$ cat src/rtl/lcd3w_pkg.sv
package lcd3w_pkg;

    localparam int ID_LEN  = 3;
    localparam int CMD_LEN = 9;

    localparam logic [ID_LEN-1:0] ID_CMD = 3'b100;
    localparam logic [ID_LEN-1:0] ID_WR  = 3'b101;
    localparam logic [ID_LEN-1:0] ID_RD  = 3'b110;
    localparam logic [ID_LEN-1:0] ID_RMW = 3'b111;

    localparam logic [CMD_LEN-1:0] OP_OSC_OFF = 9'h010;
    localparam logic [CMD_LEN-1:0] OP_OSC_ON  = 9'h011;
    localparam logic [CMD_LEN-1:0] OP_LCD_OFF = 9'h020;
    localparam logic [CMD_LEN-1:0] OP_LCD_ON  = 9'h021;
    localparam logic [CMD_LEN-1:0] OP_TMR_DIS = 9'h030;
    localparam logic [CMD_LEN-1:0] OP_TMR_EN  = 9'h031;
    localparam logic [CMD_LEN-1:0] OP_TMR_CLR = 9'h032;
    localparam logic [CMD_LEN-1:0] OP_TONE_LO = 9'h040;
    localparam logic [CMD_LEN-1:0] OP_TONE_HI = 9'h041;
    localparam logic [CMD_LEN-1:0] OP_PDOWN   = 9'h050;

    typedef enum logic [2:0] {
        PH_ID, PH_ADDR, PH_DATA, PH_CMD, PH_HALT
    } phase_e;

    typedef enum logic [1:0] {
        MD_WRITE, MD_READ, MD_RMW
    } mode_e;

endpackage

$ cat src/rtl/lcd3w_sync.sv
module lcd3w_sync #(
    parameter int           N       = 4,
    parameter int           STAGES  = 2,
    parameter logic [N-1:0] RST_VAL = '0
) (
    input  logic         clk,
    input  logic         rst_n,
    input  logic [N-1:0] raw,
    output logic [N-1:0] lvl
);

    logic [N-1:0] stage_d [STAGES];
    logic [N-1:0] stage_q [STAGES];

    always_comb begin
        stage_d[0] = raw;
        for (int s = 1; s < STAGES; s++) begin
            stage_d[s] = stage_q[s-1];
        end
    end

    always_ff @(posedge clk or negedge rst_n) begin
        if (!rst_n) begin
            for (int s = 0; s < STAGES; s++) begin
                stage_q[s] <= RST_VAL;
            end
        end else begin
            for (int s = 0; s < STAGES; s++) begin
                stage_q[s] <= stage_d[s];
            end
        end
    end

    assign lvl = stage_q[STAGES-1];

endmodule

$ cat src/rtl/lcd3w_mem.sv
module lcd3w_mem #(
    parameter int ADDR_W = 6,
    parameter int WORD_W = 16
) (
    input  logic              clk,
    input  logic              rst_n,
    input  logic              we,
    input  logic [ADDR_W-1:0] waddr,
    input  logic [WORD_W-1:0] wdata,
    input  logic [ADDR_W-1:0] raddr_a,
    output logic [WORD_W-1:0] rdata_a,
    input  logic [ADDR_W-1:0] raddr_b,
    output logic [WORD_W-1:0] rdata_b
);

    localparam int DEPTH = 1 << ADDR_W;

    logic [WORD_W-1:0] row_d [DEPTH];
    logic [WORD_W-1:0] row_q [DEPTH];

    for (genvar i = 0; i < DEPTH; i++) begin : g_row
        always_comb begin
            row_d[i] = row_q[i];
            if (we && (waddr == ADDR_W'(i))) begin
                row_d[i] = wdata;
            end
        end

        always_ff @(posedge clk or negedge rst_n) begin
            if (!rst_n) begin
                row_q[i] <= '0;
            end else begin
                row_q[i] <= row_d[i];
            end
        end
    end

    assign rdata_a = row_q[raddr_a];
    assign rdata_b = row_q[raddr_b];

    // a written row shows the new word on the scan port next cycle
    a_r11_scan_follows_write: assert property (@(posedge clk) disable iff (!rst_n)
        (we && waddr == raddr_b) |=> (rdata_b == $past(wdata) || raddr_b != $past(raddr_b)));

endmodule

$ cat src/rtl/lcd3w_frame.sv
module lcd3w_frame
    import lcd3w_pkg::*;
#(
    parameter int ADDR_W = 6,
    parameter int WORD_W = 16
) (
    input  logic               clk,
    input  logic               rst_n,
    input  logic               cs_hi,
    input  logic               wr_lvl,
    input  logic               rd_lvl,
    input  logic               din,
    output logic [ADDR_W-1:0]  raddr,
    input  logic [WORD_W-1:0]  rword,
    output logic               mem_we,
    output logic [ADDR_W-1:0]  waddr,
    output logic [WORD_W-1:0]  wdata,
    output logic               cmd_valid,
    output logic [CMD_LEN-1:0] cmd_word,
    output logic               data_out,
    output logic               data_oe
);

    localparam int L1     = (WORD_W > CMD_LEN) ? WORD_W : CMD_LEN;
    localparam int MAXLEN = (L1 > ADDR_W) ? L1 : ADDR_W;
    localparam int CNT_W  = $clog2(MAXLEN);
    localparam int SH_W   = MAXLEN - 1;

    typedef struct packed {
        phase_e            phase;
        mode_e             mode;
        logic [CNT_W-1:0]  cnt;
        logic [ADDR_W-1:0] addr;
        logic [SH_W-1:0]   sh;
        logic              dout;
        logic              rmw_wr;
        logic              wr_prev;
        logic              rd_prev;
    } st_t;

    st_t st_d, st_q;

    logic              wr_rise, rd_rise;
    logic              wr_side, rd_side;
    logic [MAXLEN-1:0] shifted;
    logic [CNT_W-1:0]  bit_idx;

    assign wr_rise = wr_lvl & ~st_q.wr_prev;
    assign rd_rise = rd_lvl & ~st_q.rd_prev;
    assign shifted = {st_q.sh, din};
    assign bit_idx = CNT_W'(WORD_W - 1) - st_q.cnt;

    assign wr_side = (st_q.phase == PH_DATA) &&
                     ((st_q.mode == MD_WRITE) || (st_q.mode == MD_RMW && st_q.rmw_wr));
    assign rd_side = (st_q.phase == PH_DATA) &&
                     ((st_q.mode == MD_READ) || (st_q.mode == MD_RMW && !st_q.rmw_wr));

    always_comb begin
        st_d      = st_q;
        mem_we    = 1'b0;
        cmd_valid = 1'b0;

        st_d.wr_prev = wr_lvl;
        st_d.rd_prev = rd_lvl;

        if (cs_hi) begin
            st_d.phase  = PH_ID;
            st_d.mode   = MD_WRITE;
            st_d.cnt    = '0;
            st_d.addr   = '0;
            st_d.sh     = '0;
            st_d.dout   = 1'b0;
            st_d.rmw_wr = 1'b0;
        end else begin
            unique case (st_q.phase)
                PH_ID: begin
                    if (wr_rise) begin
                        st_d.sh  = shifted[SH_W-1:0];
                        st_d.cnt = st_q.cnt + 1'b1;
                        if (st_q.cnt == CNT_W'(ID_LEN - 1)) begin
                            st_d.cnt = '0;
                            unique case (shifted[ID_LEN-1:0])
                                ID_CMD: st_d.phase = PH_CMD;
                                ID_WR: begin
                                    st_d.phase = PH_ADDR;
                                    st_d.mode  = MD_WRITE;
                                end
                                ID_RD: begin
                                    st_d.phase = PH_ADDR;
                                    st_d.mode  = MD_READ;
                                end
                                ID_RMW: begin
                                    st_d.phase = PH_ADDR;
                                    st_d.mode  = MD_RMW;
                                end
                                default: st_d.phase = PH_HALT;
                            endcase
                        end
                    end
                end

                PH_ADDR: begin
                    if (wr_rise) begin
                        st_d.sh  = shifted[SH_W-1:0];
                        st_d.cnt = st_q.cnt + 1'b1;
                        if (st_q.cnt == CNT_W'(ADDR_W - 1)) begin
                            st_d.cnt    = '0;
                            st_d.addr   = shifted[ADDR_W-1:0];
                            st_d.phase  = PH_DATA;
                            st_d.rmw_wr = 1'b0;
                        end
                    end
                end

                PH_DATA: begin
                    if (wr_side && wr_rise) begin
                        st_d.sh  = shifted[SH_W-1:0];
                        st_d.cnt = st_q.cnt + 1'b1;
                        if (st_q.cnt == CNT_W'(WORD_W - 1)) begin
                            mem_we      = 1'b1;
                            st_d.cnt    = '0;
                            st_d.addr   = st_q.addr + 1'b1;
                            st_d.rmw_wr = 1'b0;
                        end
                    end else if (rd_side && rd_rise) begin
                        st_d.dout = rword[bit_idx];
                        st_d.cnt  = st_q.cnt + 1'b1;
                        if (st_q.cnt == CNT_W'(WORD_W - 1)) begin
                            st_d.cnt = '0;
                            if (st_q.mode == MD_READ) begin
                                st_d.addr = st_q.addr + 1'b1;
                            end else begin
                                st_d.rmw_wr = 1'b1;
                            end
                        end
                    end
                end

                PH_CMD: begin
                    if (wr_rise) begin
                        st_d.sh  = shifted[SH_W-1:0];
                        st_d.cnt = st_q.cnt + 1'b1;
                        if (st_q.cnt == CNT_W'(CMD_LEN - 1)) begin
                            cmd_valid = 1'b1;
                            st_d.cnt  = '0;
                        end
                    end
                end

                default: begin
                end
            endcase
        end
    end

    always_ff @(posedge clk or negedge rst_n) begin
        if (!rst_n) begin
            st_q         <= '0;
            st_q.phase   <= PH_ID;
            st_q.mode    <= MD_WRITE;
            st_q.wr_prev <= 1'b1;
            st_q.rd_prev <= 1'b1;
        end else begin
            st_q <= st_d;
        end
    end

    assign raddr    = st_q.addr;
    assign waddr    = st_q.addr;
    assign wdata    = shifted[WORD_W-1:0];
    assign cmd_word = shifted[CMD_LEN-1:0];
    assign data_out = st_q.dout;
    assign data_oe  = rd_side;

    // a high select leaves the port undriven on the next cycle
    a_r1_cs_releases_line: assert property (@(posedge clk) disable iff (!rst_n)
        cs_hi |=> !data_oe);

    // memory is only written on a write strobe edge
    a_r3_we_on_strobe: assert property (@(posedge clk) disable iff (!rst_n)
        mem_we |-> wr_rise);

    // the output bit only moves on a read strobe edge or a select abort
    a_r4_dout_holds: assert property (@(posedge clk) disable iff (!rst_n)
        (!rd_rise && !cs_hi) |=> $stable(data_out));

    // no memory write while the port drives the line
    a_r7_no_write_while_driving: assert property (@(posedge clk) disable iff (!rst_n)
        mem_we |-> !data_oe);

endmodule

$ cat src/rtl/lcd3w_cmd.sv
module lcd3w_cmd
    import lcd3w_pkg::*;
(
    input  logic               clk,
    input  logic               rst_n,
    input  logic               cmd_valid,
    input  logic [CMD_LEN-1:0] cmd_word,
    output logic               osc_on,
    output logic               lcd_on,
    output logic               tmr_en,
    output logic               tmr_clr,
    output logic               tone_hi,
    output logic               pdown
);

    typedef struct packed {
        logic osc;
        logic lcd;
        logic tmr;
        logic clr;
        logic tone;
        logic pd;
    } ctl_t;

    ctl_t ctl_d, ctl_q;

    always_comb begin
        ctl_d     = ctl_q;
        ctl_d.clr = 1'b0;
        if (cmd_valid) begin
            case (cmd_word)
                OP_OSC_OFF: ctl_d.osc = 1'b0;
                OP_OSC_ON: begin
                    ctl_d.osc = 1'b1;
                    ctl_d.pd  = 1'b0;
                end
                OP_LCD_OFF: ctl_d.lcd  = 1'b0;
                OP_LCD_ON:  ctl_d.lcd  = 1'b1;
                OP_TMR_DIS: ctl_d.tmr  = 1'b0;
                OP_TMR_EN:  ctl_d.tmr  = 1'b1;
                OP_TMR_CLR: ctl_d.clr  = 1'b1;
                OP_TONE_LO: ctl_d.tone = 1'b0;
                OP_TONE_HI: ctl_d.tone = 1'b1;
                OP_PDOWN: begin
                    ctl_d.pd  = 1'b1;
                    ctl_d.osc = 1'b0;
                    ctl_d.lcd = 1'b0;
                end
                default: begin
                end
            endcase
        end
    end

    always_ff @(posedge clk or negedge rst_n) begin
        if (!rst_n) begin
            ctl_q <= '0;
        end else begin
            ctl_q <= ctl_d;
        end
    end

    assign osc_on  = ctl_q.osc;
    assign lcd_on  = ctl_q.lcd;
    assign tmr_en  = ctl_q.tmr;
    assign tmr_clr = ctl_q.clr;
    assign tone_hi = ctl_q.tone;
    assign pdown   = ctl_q.pd;

    // power-down and a running oscillator never coexist
    a_r9_pdown_stops_osc: assert property (@(posedge clk) disable iff (!rst_n)
        pdown |-> !osc_on);

    // the timer clear is a single-cycle pulse
    a_r8_clr_single_pulse: assert property (@(posedge clk) disable iff (!rst_n)
        tmr_clr |=> !tmr_clr);

endmodule

$ cat src/rtl/lcd3w_port.sv
module lcd3w_port
    import lcd3w_pkg::*;
#(
    parameter int ADDR_W      = 6,
    parameter int WORD_W      = 16,
    parameter int SYNC_STAGES = 2
) (
    input  logic              clk,
    input  logic              rst_n,
    input  logic              cs_n,
    input  logic              wr_n,
    input  logic              rd_n,
    input  logic              data_in,
    output logic              data_out,
    output logic              data_oe,
    input  logic [ADDR_W-1:0] scan_addr,
    output logic [WORD_W-1:0] scan_data,
    output logic              osc_on,
    output logic              lcd_on,
    output logic              tmr_en,
    output logic              tmr_clr,
    output logic              tone_hi,
    output logic              pdown
);

    localparam int NSYNC = 4;

    logic [NSYNC-1:0]   sync_lvl;
    logic [ADDR_W-1:0]  raddr, waddr;
    logic [WORD_W-1:0]  rword, wdata;
    logic               mem_we, cmd_valid;
    logic [CMD_LEN-1:0] cmd_word;

    lcd3w_sync #(
        .N       (NSYNC),
        .STAGES  (SYNC_STAGES),
        .RST_VAL (4'b0111)
    ) u_sync (
        .clk   (clk),
        .rst_n (rst_n),
        .raw   ({data_in, rd_n, wr_n, cs_n}),
        .lvl   (sync_lvl)
    );

    lcd3w_frame #(
        .ADDR_W (ADDR_W),
        .WORD_W (WORD_W)
    ) u_frame (
        .clk       (clk),
        .rst_n     (rst_n),
        .cs_hi     (sync_lvl[0]),
        .wr_lvl    (sync_lvl[1]),
        .rd_lvl    (sync_lvl[2]),
        .din       (sync_lvl[3]),
        .raddr     (raddr),
        .rword     (rword),
        .mem_we    (mem_we),
        .waddr     (waddr),
        .wdata     (wdata),
        .cmd_valid (cmd_valid),
        .cmd_word  (cmd_word),
        .data_out  (data_out),
        .data_oe   (data_oe)
    );

    lcd3w_mem #(
        .ADDR_W (ADDR_W),
        .WORD_W (WORD_W)
    ) u_mem (
        .clk     (clk),
        .rst_n   (rst_n),
        .we      (mem_we),
        .waddr   (waddr),
        .wdata   (wdata),
        .raddr_a (raddr),
        .rdata_a (rword),
        .raddr_b (scan_addr),
        .rdata_b (scan_data)
    );

    lcd3w_cmd u_cmd (
        .clk       (clk),
        .rst_n     (rst_n),
        .cmd_valid (cmd_valid),
        .cmd_word  (cmd_word),
        .osc_on    (osc_on),
        .lcd_on    (lcd_on),
        .tmr_en    (tmr_en),
        .tmr_clr   (tmr_clr),
        .tone_hi   (tone_hi),
        .pdown     (pdown)
    );

endmodule

$ cat config.mk
export PLATFORM = sky130hd
export DESIGN_NAME = lcd3w_port
export DESIGN_NICKNAME = d
export VERILOG_FILES = /design/src/rtl/lcd3w_pkg.sv /design/src/rtl/lcd3w_sync.sv /design/src/rtl/lcd3w_mem.sv /design/src/rtl/lcd3w_frame.sv /design/src/rtl/lcd3w_cmd.sv /design/src/rtl/lcd3w_port.sv
export SDC_FILE = /design/constraint.sdc
export NUM_CORES = 2
export LEC_CHECK = 0
export BUFFER_PORTS_ARGS = -buffer_cell sky130_fd_sc_hd__buf_2
export CAP_MARGIN = 5
export CORE_MARGIN = 3
export CORE_UTILIZATION = 35
export CTS_CLUSTER_DIAMETER = 40
export DETAILED_ROUTE_END_ITERATION = 6
export PLACE_DENSITY = 0.57
export SLEW_MARGIN = 20
export SYNTH_ARGS = -nofsm -noshare
export SYNTH_HDL_FRONTEND = slang
export SYNTH_SLANG_ARGS = --single-unit
$ cat constraint.sdc
create_clock -name clk -period 6 [get_ports clk]
set_clock_uncertainty 0.05 [all_clocks]
set_input_delay 1.2 -clock clk [delete_from_list [all_inputs] [get_ports clk]]
set_output_delay 1.2 -clock clk [all_outputs]
set_load 0.05 [all_outputs]
-- Word-level counts from Yosys, hierarchy flattened
Cells that the tools add are included.
- memories kept: 0
- output and inout port bits: 24
- register bits after elaboration: 1072
- RAM bits: 0
- latch bits: 0
- bits of input ports: 12
- word-level logic and storage cells: 354
- memory bits (read-only): 0
- muxes and demuxes: 56
- divide/modulo/power cells: 0
- $add $sub $neg: 3
- multipliers: 0
- $lt $le $gt $ge: 3
- equal/unequal tests: 98
- shift operators: 0
- bitwise logic cells: 6
- reduce and logical (&&, ||, !) cells: 107
- operators with widths (kind ; count):
    $bmux 16 s6 ; 2
    $eq 6x6->1 const B ; 32
    $eq 6x5->1 const B ; 16
    $logic_and 1x1->1 ; 70
    $mux 16 ; 4
    $mux 10 ; 5
    $eq 6x4->1 const B ; 8
    $eq 9x6->1 const B ; 5
    $pmux 15 s3 ; 1
    $mux 32 ; 1
    $mux 15 ; 2
    $eq 9x7->1 const B ; 3
    $mux 25 ; 1
    $eq 6x3->1 const B ; 4
    $reduce_bool 2->1 ; 10
    $eq 9x5->1 const B ; 2
    $mux 1 ; 18
    $mux 9 ; 2
    $pmux 4 s4 ; 1
    $ne 3x2->1 const B ; 5
    $ge 7x7->1 const B ; 2
    $not 6->7 ; 2
    $eq 3x3->1 const B ; 4
    $eq 6x2->1 const B ; 2
    other kinds (42) ; 71

-- Longest topological paths before layout
- depth in word-level cells: 10
- gate-level depth with buffers: 14
- depth with buffers taken out: 10

-- By module
A second synthesis with hierarchy kept.
- cells, all modules: 3830
- area total of the unflattened synthesis: 57383.8 um^2
- by module, submodules not included (module ; instances ; cells each ; seq. area each (um^2) ; area an instance (um^2)):
    lcd3w_mem ; 1 ; 3527 ; 25624.6 ; 54349.6
    lcd3w_frame ; 1 ; 263 ; 853.3 ; 2459.9
    lcd3w_cmd ; 1 ; 32 ; 150.1 ; 366.6
    lcd3w_sync ; 1 ; 8 ; 207.7 ; 207.7

-- Least setup slack after synthesis
Ideal clock, no wire load.
- path type: input to output
- from: in scan_addr[0]
- to: out scan_data[0]
- arrival time: 3.977 ns
- setup slack: 0.773 ns
- stages on the path: 6
- path buffers: 3
- data required time: 4.750 ns
- path through: clkbuf_1 buf_1 buf_1 mux4_2 mux4_2 mux4_2
- longest elaborated chain between the ends: 4
- RTL lines (item ; line ; text):
    from (decl) ; lcd3w_port.sv:16 ; input logic [ADDR_W-1:0] scan_addr,
    $not 6->7 (not written as such) ; lcd3w_mem.sv:39 ; assign rdata_b = row_q[raddr_b];
    $bmux 16 s6 ; lcd3w_mem.sv:39 ;
    $mux 16 (not written as such) (2 in series) ; lcd3w_mem.sv:39 ;
    to (decl) ; lcd3w_port.sv:17 ; output logic [WORD_W-1:0] scan_data,
No other way between the ends. The select of a mux whose other input is x is not followed.

-- Final worst setup path
- from: in scan_addr[0]
- to: out scan_data[9]
Same word-level chain as after synthesis.

==> metrics <==
status=complete, no violations; initial core utilization=35.4%; Port Buf Inserts=35; multi-input logic area=28900 um2; initial antenna violation count=11; Core Area=161000 um2; Worst Hold Class=reg -> reg; Fillers=~15000; setup bufs post-CTS=0; clk sinks=~1100; fin crit share=86.5%; startpoint types=input pin; Via-to-Cell Ratio=6.10; Synth Flop Type=dfrtp_1; clock latency on the worst-skew pair=800 ps; FF/Latch Area=around 27000 um2; Async SR Flop Fraction=100%; TritonCTS clock tree=done; CTS root buffer=clkbuf_16; Placement Cell Area=60400 um2; drt drc=0; Syn Area/Cell=15.4 um2; 1st-iter DRT viols=3692; GRT Residual Overflow=0; post-layout net count=roughly 3700; hold-fix buffers at CTS=0; sequential fraction of the synthesis area=between 40% and 50%; Die W=410 um; Post-DRT Antenna Nets=0; Max-slew headroom=18.2%; synthesized net count=around 3700; Post-synth EDFFs=0; Post-Route Setup TNS=0 ps; gr usage total=23.4%; vias in the first global route=37400; Slew Viols, Final=0; Die Area=168000 um2; Leak Pwr=0.0294 uW; post-CTS sizing=0; synthesized cell area=57200 um2; WL final=196000 um; crit path kind=in -> out; clk buf depth=3; largest net degree at the start of global routing=171; Layout Utilization=41.2%; Yosys reg bits=1072; wire length per cell=32.6 um; RSZ-0062 raised after global routing=no; power per cell area=281 nW/um2; max-cap check violation count=0; total power=18700 uW; Max IR drop VDD=approximately 0.2 mV; drt pass-1 iters=5; Critical Path Fanout Max=44; Slew @ Worst Pin=1220 ps; total number of vias=around 37000; layout overhead on the synthesized area=16.2%; post-layout minimum cycle time=5190 ps; Rows=roughly 150; Max Clk Rate=around 0.19 GHz; Die H=410 um; first-pass GRT wire length=284000 um; HPWL Detailed=121000 um; H-tree levels=4; post-route design area=66500 um2; # IOs=36; Worst Path Arrival=3940 ps; share of post-route cells with drive strength above 1=56.2%; cts bufs inserted=170; Reg clk slew, reported paths=50 ps; synth warn=0; RD Place Congestion=0.855; final hold viol count=0; setup violators final=0; CP required=4750 ps; Mapped Cells=3718; post-synthesis cell type count=70; crit end category=primary output
sequential cells by signal (all words and copies together), names as in the netlist, 4 cells and up:
| name | cells |
|---|---|
| u_frame.raddr | 6 |
| u_sync.lvl | 4 |
| u_frame.st_q | 12 |
| u_sync.stage_d | 4 |
| u_mem.row_q | 1024 |
| u_frame.wdata | 7 |
| u_frame.cmd_word | 8 |
synthesized netlist by cell type (all sizes together), types with 3 or more instances:
master,number,area [um2]
nand2,123,487
o22a,3,26.3
or2,4,27.5
o21ai,68,340
nor4,5,31.3
nand4,12,75.1
o211ai,6,45.0
nand3b,6,45.0
nor2,71,274
nor2b,15,93.8
dfstp,8,210
and3,16,100
a2111oi,5,43.8
a311oi,4,35.0
a22o,4,35.0
dfrtp,1064,26600
a22oi,56,420
inv,10,37.5
o22ai,8,50.1
and2,8,50.1
o31ai,4,30.0
nor3,18,101
o21bai,3,22.5
nor3b,4,30.0
a31oi,14,87.6
a221oi,6,52.6
a211oi,3,22.5
mux4,583,13100
o41ai,4,35.0
a21oi,21,105
ha,8,100
nand3,49,308
buf,129,696
mux2,1000,11400
mux2i,73,731
clkbuf,251,942
o2111ai,3,26.3
nand2b,22,138
per-stage QoR:
step           std cells  setup WS (ps)  hold WS [ps]
3_3_place_gp        5691            815           294
3_5_place_dp        5691            805           288
6_report            6004            808           306
2_1_floorplan       3718            773           281
5_1_grt             6002            716           316
4_1_cts             6002            802           307
layout by cell type, fill, tap and decap left out, drive strengths merged, types with 12 or more instances in the layout:
| cell type | Yosys | layout |
|---|---|---|
| a31oi | 14 | 14 |
| inv | 10 | 33 |
| clkinvlp | 0 | 21 |
| and3 | 16 | 16 |
| nand2 | 123 | 123 |
| bufinv | 0 | 26 |
| mux4 | 583 | 583 |
| mux2 | 1000 | 1000 |
| nand3 | 49 | 49 |
| mux2i | 73 | 73 |
| a22oi | 56 | 56 |
| clkbuf | 251 | 201 |
| dfrtp | 1064 | 1064 |
| a21oi | 21 | 21 |
| buf | 129 | 193 |
| nand2b | 22 | 22 |
| nor3 | 18 | 18 |
| clkinv | 1 | 41 |
| nor2b | 15 | 15 |
| o21ai | 68 | 68 |
| nor2 | 71 | 71 |
| nand4 | 12 | 12 |
report_power, final:
part | internal, uW | leakage (uW) | total (uW) | switching, uW
clock | 6700 | 0.00296 | 10500 | 3810
combinational | 237 | 0.0115 | 902 | 665
sequential | 7250 | 0.0149 | 7290 | 39.1
logic make-up (layout without fill, tap and decap cells):
family          count (synthesis)  in the layout  synth area share [%]
compound gates                229            229                  2.68
fa+ha+maj                       8              8                 0.175
buf+inv                       391            515                  2.93
flops                        1072           1072                  46.9
mux                          1656           1656                  44.1
other cells                     0              2                     0
simple gates                  362            362                  3.20
final timing paths:
path | start | endpoint | slack (ps) | cells after the start
setup reg to reg | u_frame.st_q[26] | u_mem.row_q[602] | 1110 | 8
max in group asynchronous | rst_n | u_mem.row_q[617] | 3960 | 2
hold reg to reg | u_sync.stage_d[3] | u_sync.lvl[3] | 310 | 0
setup / recovery | scan_addr[0] | scan_data[9] | 810 | 6
min in group asynchronous | rst_n | u_mem.row_q[820] | 370 | 1
hold / removal | u_sync.stage_d[3] | u_sync.lvl[3] | 310 | 0
worst max-delay path: stages:
cell	delay [ps]
buf_8	310
buf_12	370
mux4_2	570
mux4_2	580
mux4_2	540
buf_2	240
routing by layer:
| metal | wire length (um) | global-route usage, % |
|---|---|---|
| met5 | 13 | 0 |
| met4 | 8510 | 9.77 |
| met3 | 16900 | 5.82 |
| met2 | 87700 | 34.8 |
| met1 | 82900 | 32.6 |
area by class of cell:
type                    count  share of cell area (%)
flip-flops and latches   1072                    40.4
well taps                2160                    4.06
repair buffers            193                    2.76
multi-input cells        2255                    43.5
inverters                  11                  0.0640
diodes                      2                 0.00752
clock buffers             201                    6.97
clock inverters           110                    2.24
Power figures use the tool's default switching activity.
